$ cat src/rtl/i2s_eng_pkg.sv
package i2s_eng_pkg;
  localparam int CFG_W    = 32;
  localparam int LEN_W    = 5;
  localparam int FCODE_W  = 3;
  localparam int RATE_W   = 4;
  localparam int LEN_LSB  = 0;
  localparam int FRM_LSB  = 8;
  localparam int RATE_LSB = 12;
  localparam int MST_BIT  = 16;
  localparam int RXEN_BIT = 24;
  localparam int TXEN_BIT = 25;
  localparam int SLOT_W   = 7;   // largest frame is 128 slots
  localparam int FLEN_W   = 8;

  function automatic logic [FLEN_W-1:0] frame_bits(input logic [FCODE_W-1:0] code);
    case (code)
      3'd0:    return 8'd32;
      3'd1:    return 8'd48;
      3'd2:    return 8'd64;
      default: return 8'd128;
    endcase
  endfunction

  function automatic logic len_ok(input logic [LEN_W-1:0] v);
    return (v == 5'd8) || (v == 5'd16) || (v == 5'd24);
  endfunction

  function automatic logic rate_ok(input logic [RATE_W-1:0] r);
    return (r <= 4'd5) || ((r >= 4'd8) && (r <= 4'd10));
  endfunction
endpackage

$ cat src/rtl/i2s_cfg_reg.sv
module i2s_cfg_reg
  import i2s_eng_pkg::*;
(
  input  logic               clk,
  input  logic               rst,
  input  logic               wr,
  input  logic [CFG_W-1:0]   wdata,
  output logic [LEN_W-1:0]   len,
  output logic [FCODE_W-1:0] fcode,
  output logic [RATE_W-1:0]  rate,
  output logic               master,
  output logic               rx_en,
  output logic               tx_en,
  output logic [CFG_W-1:0]   rdata
);
  logic busy;
  logic [LEN_W-1:0]   w_len;
  logic [FCODE_W-1:0] w_fc;
  logic [RATE_W-1:0]  w_rate;

  assign busy   = rx_en | tx_en;
  assign w_len  = wdata[LEN_LSB +: LEN_W];
  assign w_fc   = wdata[FRM_LSB +: FCODE_W];
  assign w_rate = wdata[RATE_LSB +: RATE_W];

  always_ff @(posedge clk) begin
    if (rst) begin
      len    <= 5'd16;
      fcode  <= '0;
      rate   <= '0;
      master <= 1'b0;
      rx_en  <= 1'b0;
      tx_en  <= 1'b0;
    end else if (wr) begin
      rx_en <= wdata[RXEN_BIT];
      tx_en <= wdata[TXEN_BIT];
      if (!busy) begin
        if (len_ok(w_len))     len   <= w_len;
        if (w_fc <= 3'd3)      fcode <= w_fc;
        if (rate_ok(w_rate))   rate  <= w_rate;
        master <= wdata[MST_BIT];
      end
    end
  end

  always_comb begin
    rdata = '0;
    rdata[LEN_LSB +: LEN_W]    = len;
    rdata[FRM_LSB +: FCODE_W]  = fcode;
    rdata[RATE_LSB +: RATE_W]  = rate;
    rdata[MST_BIT]             = master;
    rdata[RXEN_BIT]            = rx_en;
    rdata[TXEN_BIT]            = tx_en;
  end
endmodule

$ cat src/rtl/i2s_bit_timer.sv
module i2s_bit_timer #(
  parameter int DIV_W = 8
) (
  input  logic             clk,
  input  logic             rst,
  input  logic             run,
  input  logic [DIV_W-1:0] div,
  output logic             sck,
  output logic             rise,
  output logic             fall
);
  logic [DIV_W-1:0] cnt;
  logic             tick;

  assign tick = run && (cnt == div);
  assign rise = tick & ~sck;
  assign fall = tick & sck;

  always_ff @(posedge clk) begin
    if (rst || !run) begin
      cnt <= '0;
      sck <= 1'b0;
    end else if (tick) begin
      cnt <= '0;
      sck <= ~sck;
    end else begin
      cnt <= cnt + 1'b1;
    end
  end
endmodule

$ cat src/rtl/i2s_frame_seq.sv
module i2s_frame_seq
  import i2s_eng_pkg::*;
#(
  parameter int SMP_W = 24
) (
  input  logic               clk,
  input  logic               rst,
  input  logic               run,
  input  logic               tx_en,
  input  logic               rx_en,
  input  logic [LEN_W-1:0]   len,
  input  logic [FCODE_W-1:0] fcode,
  input  logic               rise,
  input  logic               fall,
  input  logic               tx_empty,
  input  logic [SMP_W-1:0]   tx_data,
  input  logic               sd_in,
  output logic               ws,
  output logic               sd_out,
  output logic               tx_rd,
  output logic [1:0]         tx_urun,
  output logic               rx_wr,
  output logic [SMP_W-1:0]   rx_data,
  output logic               rx_right
);
  logic [FLEN_W-1:0] flen;
  logic [SLOT_W-1:0] half, slot, idx, nslot, nidx;
  logic              right, nright, nbit, in_rng;
  logic [SMP_W-1:0]  tx_hold, rx_acc, rx_nxt, rx_mask;

  assign flen   = frame_bits(fcode);
  assign half   = flen[FLEN_W-1:1];
  assign right  = (slot >= half);
  assign idx    = right ? slot - half : slot;
  assign nslot  = ({1'b0, slot} == flen - 8'd1) ? '0 : slot + 1'b1;
  assign nright = (nslot >= half);
  assign nidx   = nright ? nslot - half : nslot;

  // position i of a half carries sample bit (W - i) for 1 <= i <= W
  function automatic logic pick(input logic [SMP_W-1:0] h,
                                input logic [SLOT_W-1:0] i,
                                input logic [LEN_W-1:0] w);
    logic [SMP_W-1:0] s;
    s = '0;
    if ((i != '0) && (i <= SLOT_W'(w)))
      s = h >> (w - LEN_W'(i));
    return s[0];
  endfunction

  assign nbit    = pick(tx_hold, nidx, len);
  assign in_rng  = (idx != '0) && (idx <= SLOT_W'(len));
  assign rx_mask = in_rng ? (SMP_W'(1) << (len - LEN_W'(idx))) : '0;
  assign rx_nxt  = ((idx == '0) ? '0 : rx_acc) | (sd_in ? rx_mask : '0);

  always_ff @(posedge clk) begin
    if (rst || !run) begin
      slot    <= '0;
      ws      <= 1'b0;
      sd_out  <= 1'b0;
      tx_hold <= '0;
      rx_acc  <= '0;
      tx_rd   <= 1'b0;
      tx_urun <= '0;
      rx_wr   <= 1'b0;
      if (rst) begin
        rx_data  <= '0;
        rx_right <= 1'b0;
      end
    end else begin
      tx_rd   <= 1'b0;
      tx_urun <= '0;
      rx_wr   <= 1'b0;
      if (fall) begin
        slot   <= nslot;
        ws     <= nright;
        sd_out <= nbit;
      end
      if (rise) begin
        if ((idx == '0) && tx_en) begin
          if (!tx_empty) begin
            tx_hold <= tx_data;
            tx_rd   <= 1'b1;
          end else begin
            tx_hold <= '0;
            tx_urun <= right ? 2'b10 : 2'b01;
          end
        end
        if (rx_en) begin
          rx_acc <= rx_nxt;
          if (idx == half - 1'b1) begin
            rx_data  <= rx_nxt;
            rx_wr    <= 1'b1;
            rx_right <= right;
          end
        end
      end
    end
  end
endmodule

$ cat src/rtl/i2s_frame_engine.sv
module i2s_frame_engine
  import i2s_eng_pkg::*;
#(
  parameter int SMP_W = 24,
  parameter int DIV_W = 8
) (
  input  logic              clk,
  input  logic              rst,
  input  logic              cfg_wr,
  input  logic [31:0]       cfg_wdata,
  output logic [31:0]       cfg_rdata,
  input  logic [DIV_W-1:0]  clk_div,
  output logic              drive_clk,
  output logic              sck,
  output logic              ws,
  output logic              sd_out,
  input  logic              sd_in,
  input  logic              tx_empty,
  input  logic [SMP_W-1:0]  tx_data,
  output logic              tx_rd,
  output logic [1:0]        tx_urun,
  output logic              rx_wr,
  output logic [SMP_W-1:0]  rx_data,
  output logic              rx_right
);
  logic [LEN_W-1:0]   len;
  logic [FCODE_W-1:0] fcode;
  logic [RATE_W-1:0]  rate;
  logic master, rx_en, tx_en, run, rise, fall;

  assign run       = master & (rx_en | tx_en);
  assign drive_clk = master;

  i2s_cfg_reg u_cfg (
    .clk(clk), .rst(rst), .wr(cfg_wr), .wdata(cfg_wdata),
    .len(len), .fcode(fcode), .rate(rate), .master(master),
    .rx_en(rx_en), .tx_en(tx_en), .rdata(cfg_rdata)
  );

  i2s_bit_timer #(.DIV_W(DIV_W)) u_tmr (
    .clk(clk), .rst(rst), .run(run), .div(clk_div),
    .sck(sck), .rise(rise), .fall(fall)
  );

  i2s_frame_seq #(.SMP_W(SMP_W)) u_seq (
    .clk(clk), .rst(rst), .run(run), .tx_en(tx_en), .rx_en(rx_en),
    .len(len), .fcode(fcode), .rise(rise), .fall(fall),
    .tx_empty(tx_empty), .tx_data(tx_data), .sd_in(sd_in),
    .ws(ws), .sd_out(sd_out), .tx_rd(tx_rd), .tx_urun(tx_urun),
    .rx_wr(rx_wr), .rx_data(rx_data), .rx_right(rx_right)
  );
endmodule

$ cat config.mk
export PLATFORM = sky130hd
export DESIGN_NAME = i2s_frame_engine
export DESIGN_NICKNAME = d
export VERILOG_FILES = /design/src/rtl/i2s_eng_pkg.sv /design/src/rtl/i2s_cfg_reg.sv /design/src/rtl/i2s_bit_timer.sv /design/src/rtl/i2s_frame_seq.sv /design/src/rtl/i2s_frame_engine.sv
export SDC_FILE = /design/constraint.sdc
export NUM_CORES = 1
export LEC_CHECK = 0
export CAP_MARGIN = 20
export CELL_PAD_IN_SITES_DETAIL_PLACEMENT = 0
export CELL_PAD_IN_SITES_GLOBAL_PLACEMENT = 1
export CORE_UTILIZATION = 42
export CTS_CLUSTER_DIAMETER = 50
export DETAILED_ROUTE_END_ITERATION = 7
export PLACE_DENSITY = 0.91
export SLEW_MARGIN = 20
export SYNTH_ARGS = -nofsm -noshare
export SYNTH_HDL_FRONTEND = slang
export SYNTH_HIERARCHICAL = 1
export SYNTH_SLANG_ARGS = --single-unit
$ cat constraint.sdc
create_clock -name clk -period 12.6 [get_ports clk]
set_clock_uncertainty 0.05 [all_clocks]
set_input_delay 1.89 -clock clk [delete_from_list [all_inputs] [get_ports clk]]
set_output_delay 1.89 -clock clk [all_outputs]
set_load 0.05 [all_outputs]
# Yosys cells after proc, flatten, opt, wreduce, memory -nomap -nowiden

Index checks and enable logic that the tools add are counted.

Add/sub/neg operators: 8
Magnitude comparators: 8
Eq/ne operators: 9
Shift-type cells: 2
Mux-type cells: 22
Bitwise logic cells: 11
Reduce and logical (&&, ||, !) cells: 28

Operators by type and width:

| cell                 | number |
|---|---|
| $mux 24              | 9 |
| $or 24x24->24        | 1 |
| $pmux 8 s3           | 1 |
| $shl 1x5->24 const A | 1 |
| $shr 24x5->1         | 1 |
| $mux 7               | 3 |
| $ge 7x7->1           | 2 |
| $le 7x5->1           | 2 |
| $reduce_bool 7->1    | 2 |
| $sub 7x7->7          | 2 |
| $eq 5x5->1 const B   | 2 |
| $sub 5x5->5          | 2 |
| $reduce_and 3->1     | 3 |
| $add 8x1->8 const B  | 1 |
| $eq 7x8->1           | 1 |
| $eq 8x8->1           | 1 |
| $mux 1               | 8 |
| $sub 8x1->8 const B  | 1 |
| $add 7x1->7 const B  | 1 |
| $eq 7x7->1           | 1 |
| $logic_not 7->1      | 1 |
| $sub 7x1->7 const B  | 1 |
| $not 1->1            | 6 |
| $reduce_and 2->1     | 3 |
| 20 further kinds     | 32 |

Flip-flop bits (word level): 110
Bits of input ports: 69
Output and inout bits: 65
Logic and storage cells: 106

# Depth between registers and ports, before layout

Depth in word-level cells: 13
Gate-level depth with buffers: 23

# Modules after synthesis

Netlist, hierarchy kept.

By module, submodules not included:

| module           | instances | cells an instance | area an instance (µm²) |
|---|---|---|---|
| i2s_frame_seq    | 1         | 558               | 5042.3 |
| i2s_cfg_reg      | 1         | 96                | 844.6 |
| i2s_bit_timer    | 1         | 50                | 456.7 |
| i2s_frame_engine | 1         | 1                 | 7.5 |

# Worst setup path before layout

OpenSTA, ideal clock, no wires.

Kind: register to register
From: register u_cfg.fcode[2]
To: register u_seq.sd_out
Library setup time: 0.074 ns
Arrival time: 4.496 ns
Data required time: 12.476 ns
Setup slack: 7.980 ns
Cell stages (with the launch flop): 21
Buffers on the path: 0
Clock period less this slack: 4.620 ns
Cell sequence: dfxtp_1 > or2_2 > ha_1 > nor2b_1 > nor4b_1 > o31ai_1 > nor2_1 > nor2_1 > fa_1 > a21oi_1 > o21ai_0 > a21oi_1 > mux2_2 > inv_1 > ha_1 > a21oi_1 > xnor2_1 > mux2i_1 > a21oi_1 > a211o_1 > o21ai_0

Word-level cells in the longest chain between the ends: 10
Elaborated cells between the ends (all ways): 16

Ends and longest elaborated chain:

| item                                              | RTL line                                 | RTL |
|---|---|---|
| from (decl)                                       | i2s_cfg_reg.sv:9                         | `output logic [FCODE_W-1:0] fcode,` |
| from (signal assigned)                            | i2s_cfg_reg.sv:39                        | `if (w_fc <= 3'd3) fcode <= w_fc;` |
| $eq 3x2->1, or another cell as far along          | i2s_eng_pkg.sv:16                        | `case (code)` |
| $pmux 8 s3 (*)                                    | i2s_eng_pkg.sv:16                        |  |
| $sub 8x1->8 (*)                                   | i2s_frame_seq.sv:35                      | `assign nslot = ({1'b0, slot} == flen - 8'd1) ? '0 : slot + 1'b1;` |
| $eq 7x8->1 (*)                                    | i2s_frame_seq.sv:35                      |  |
| $mux 7 (*)                                        | i2s_frame_seq.sv:35                      |  |
| net u_seq.nslot[4]                                | i2s_frame_seq.sv:27                      | `logic [SLOT_W-1:0] half, slot, idx, nslot, nidx;` |
| $sub 7x7->7 or $ge 7x7->1 (tied branches)         | i2s_frame_seq.sv:37, i2s_frame_seq.sv:36 |  |
| $mux 7 (*)                                        | i2s_frame_seq.sv:37                      | `assign nidx = nright ? nslot - half : nslot;` |
| $sub 5x5->5, or another cell as far along         | i2s_frame_seq.sv:46                      | `s = h >> (w - LEN_W'(i));` |
| $shr 24x5->1 or $logic_and 1x1->1 (tied branches) | i2s_frame_seq.sv:46, i2s_frame_seq.sv:45 |  |
| $mux 1 (*)                                        | i2s_frame_seq.sv:45                      | `if ((i != '0) && (i <= SLOT_W'(w)))` |
| to (signal assigned)                              | i2s_frame_seq.sv:76                      | `sd_out <= nbit;` |
| to (decl)                                         | i2s_frame_seq.sv:19                      | `output logic sd_out,` |

The timed path passes the listed nets; every way through them passes the cells marked *.
A chain may end at the register's enable or synchronous reset.

# Worst setup path in the final report

From: register u_cfg.fcode[1]
To: register u_seq.sd_out

The elaborated chain is that of the path after synthesis.

==> results.cfg <==
[timing]
final-max-slew-violation-count = 0
fmax_ghz = 0.1892
fin_setup_tns_ns = 0
hold_violations = 0
finalCritPeriodShare = 0.4195
worst_pin_slew_ns = 0.9903
setup_viol = 0
hold_slack_ns = 0.4006
min_period_ns = 5.286
relSlewSlack = 0.3374
rsz0062_at_grt = false

[setup_path]
worst-setup-path-type = reg -> reg
required_ns = 12.84
startpoint_type = register
r2r_start = u_cfg/fcode[1]$_SDFFE_PP0P_
reg2reg_slack_ns = 7.31
startpoint = u_cfg/fcode[1]$_SDFFE_PP0P_
cp_max_fo = 9
arrival_ns = 5.52
end_kind = register
crit_end = u_seq/sd_out$_SDFFE_PP0P_
r2r_cells = 20
reg2reg_to = u_seq/sd_out$_SDFFE_PP0P_

[global_route]
grt_max_degree = 54
first_global_vias = 4991
antenna_found_initial = 0
grt_pass1_wl_um = 24020
grt_usage = 0.1894
grt_remaining_overflow = 0

[power]
ir_drop_mv = 0.05888
powerDensity_nw_per_um2 = 99.79
leakage_nw = 2.661

[die]
design.core.area_um2 = 14640
die_w_um = 125.0
dieArea_um2 = 15620
start_util = 0.4337
io_pins = 134
core.rowCount = 44
die_height_um = 125.0

[route]
drt_iter0_markers = 475
routedWlPerCell_um = 15.34
ant_nets = 0
via_per_inst = 5.506
dr.pass1.iters = 7
wirelength_um = 14600
num_vias = 5242
drcViolationCount = 10

[clocking]
tritoncts = yes
htreeDepth = 3
cts.sinks = 110
cts_made_buffers = 9
clk_pin_slew_ns = 0.07
clock-root-buffer = clkbuf_16
cts_resized = 0
clockBufferDepth = 2
postCtsSetupRepairBufs = 0
clk-insertion-delay-late_ns = 0.35
cts_hold_buffers = 0

[logic_synthesis]
ys_seq_area_frac = 0.3861
synth.largest_area_cell = dfxtp_1
netlist_instances = 705
ys.flop_type = dfxtp_1
synthArstFlopShare = 0
avgSynthCellArea_um2 = 9.009
synth.cell_area_um2 = 6351
ys_ff_latch = 110
ys_top_cells_by_area = dfxtp_1, edfxtp_1, ha_1
ys_types = 70
synth-edff-count = 25
yosys_warnings = 6
synth_top_area_share = 0.2679

[run]
drv_cap = 0

[finish]
final_cell_mix = clkdlybuf4s50_1, nor2_1, dfxtp_1
final_common_cell = clkdlybuf4s50_1
antenna_cells = 0
syn2layout_area_growth_pct = 18.50
final_nets = 868
drive_above_1_share = 0.05859

[hold_path]
hold_path_depth = 2
hp-class = reg -> reg

[run_status]
status = complete, but fails checks
violations = DRC

[place]
globalplace.congestion = 0.9148
io_buffers = 99
hpwlAfterDp_um = 10620
cells in the mapped netlist (4+ instances only):
cell	n
nor2_1	90
dfxtp_1	85
a31oi_1	44
nand2_1	44
buf_4	35
ha_1	32
nand4_1	32
o21ai_0	32
clkbuf_1	26
inv_1	26
edfxtp_1	25
xnor2_1	23
a21oi_1	22
nand3_1	15
nor3_1	15
and3_1	13
mux2i_1	13
xor2_1	13
o21ai_1	10
a21o_1	7
nor2b_1	7
mux4_2	6
nor3b_1	5
a41oi_1	4
and2_1	4
buf_1	4
buf_2	4
fa_1	4
nand2b_1	4
nor4b_1	4
o31ai_1	4
layer usage:
metal  part of all wire  GRT usage  up-vias
met5                  0          0        -
met1               0.44     0.2288     2500
met4              0.020    0.07963        0
li1                   -          -     2607
met3              0.039    0.03894       22
met2               0.50     0.3276      113
flip-flops by register name (all words and copies together), names as in the netlist, 3 cells and up:
signal	count
u_cfg/len	5
u_seq/tx_hold	24
u_seq/rx_data	24
u_seq/slot	7
u_cfg/rate	4
u_seq/rx_acc	24
u_cfg/fcode	3
u_tmr/cnt	8
layout make-up:
type                       count  area [µm²]
inverter                      26       97.59
clock buffer                  11       242.7
tap                          184       230.2
sequential                   110        2452
clock inverter                 5       33.78
multi-input combinational    513        3448
fill                        1348        7118
timing repair buffer         103        1021
logic make-up (layout without fill, tap and decap cells):
group / count (synthesis) / in the layout / share of synthesized area
muxes: 21 / 21 / 0.04531
and+or+nand+nor: 253 / 253 / 0.2071
buffers and inverters: 98 / 145 / 0.08294
xor gates and xnor gates: 36 / 36 / 0.04965
adders and majority gates: 36 / 36 / 0.07565
AOI/OAI and AO/OA: 150 / 150 / 0.1527
other: 1 / 17 / 0.0005904
DFF: 110 / 110 / 0.3861
worst min path at each step:
stage / startpoint / to / slack [ns]
6_report: u_seq/tx_hold[1]$_SDFFE_PP0P_ / u_seq/tx_hold[1]$_SDFFE_PP0P_ / 0.40
4_1_cts: u_seq/tx_hold[3]$_SDFFE_PP0P_ / u_seq/tx_hold[3]$_SDFFE_PP0P_ / 0.40
3_3_place_gp: u_seq/tx_hold[0]$_SDFFE_PP0P_ / u_seq/tx_hold[0]$_SDFFE_PP0P_ / 0.38
3_5_place_dp: u_seq/tx_hold[3]$_SDFFE_PP0P_ / u_seq/tx_hold[3]$_SDFFE_PP0P_ / 0.39
5_1_grt: u_seq/tx_hold[4]$_SDFFE_PP0P_ / u_seq/tx_hold[4]$_SDFFE_PP0P_ / 0.42
2_1_floorplan: u_seq/tx_hold[0]$_SDFFE_PP0P_ / u_seq/tx_hold[0]$_SDFFE_PP0P_ / 0.38
stage by stage:
step | worst slack (ns) | util | power (mW) | instance area [µm²] | std cells
floorplan | 7.980 | - | 0.4584 | 6411 | 721
global placement | 7.503 | 0.4950 | 0.4874 | 7249 | 936
detailed placement | 7.394 | 0.4950 | 0.4899 | 7249 | 936
CTS | 7.359 | 0.5139 | 0.7588 | 7526 | 952
global route | 6.952 | 0.5139 | 0.7798 | 7526 | 952
finish | 7.314 | 0.5139 | 0.7510 | 7526 | 952
power by group:
group | internal [mW] | switching (mW) | total [mW]
Combinational | 0.0397 | 0.0750 | 0.115
Sequential | 0.365 | 0.00314 | 0.368
Clock | 0.140 | 0.128 | 0.268
critical path: stages, from the launching register on:
cell,delay (ns)
dfxtp_1,0.39
or2_2,0.42
ha_1,0.28
nor2b_1,0.14
nor4b_1,0.27
o31ai_1,0.20
nor2_1,0.34
nor2_1,0.18
fa_1,0.48
a21oi_1,0.15
o21ai_0,0.12
a21oi_1,0.43
mux2_2,0.41
inv_1,0.06
ha_1,0.25
a21oi_1,0.17
xnor2_1,0.18
mux2i_1,0.21
a21oi_1,0.09
a211o_1,0.27
o21ai_0,0.12
(Power assumes the default switching activity.)
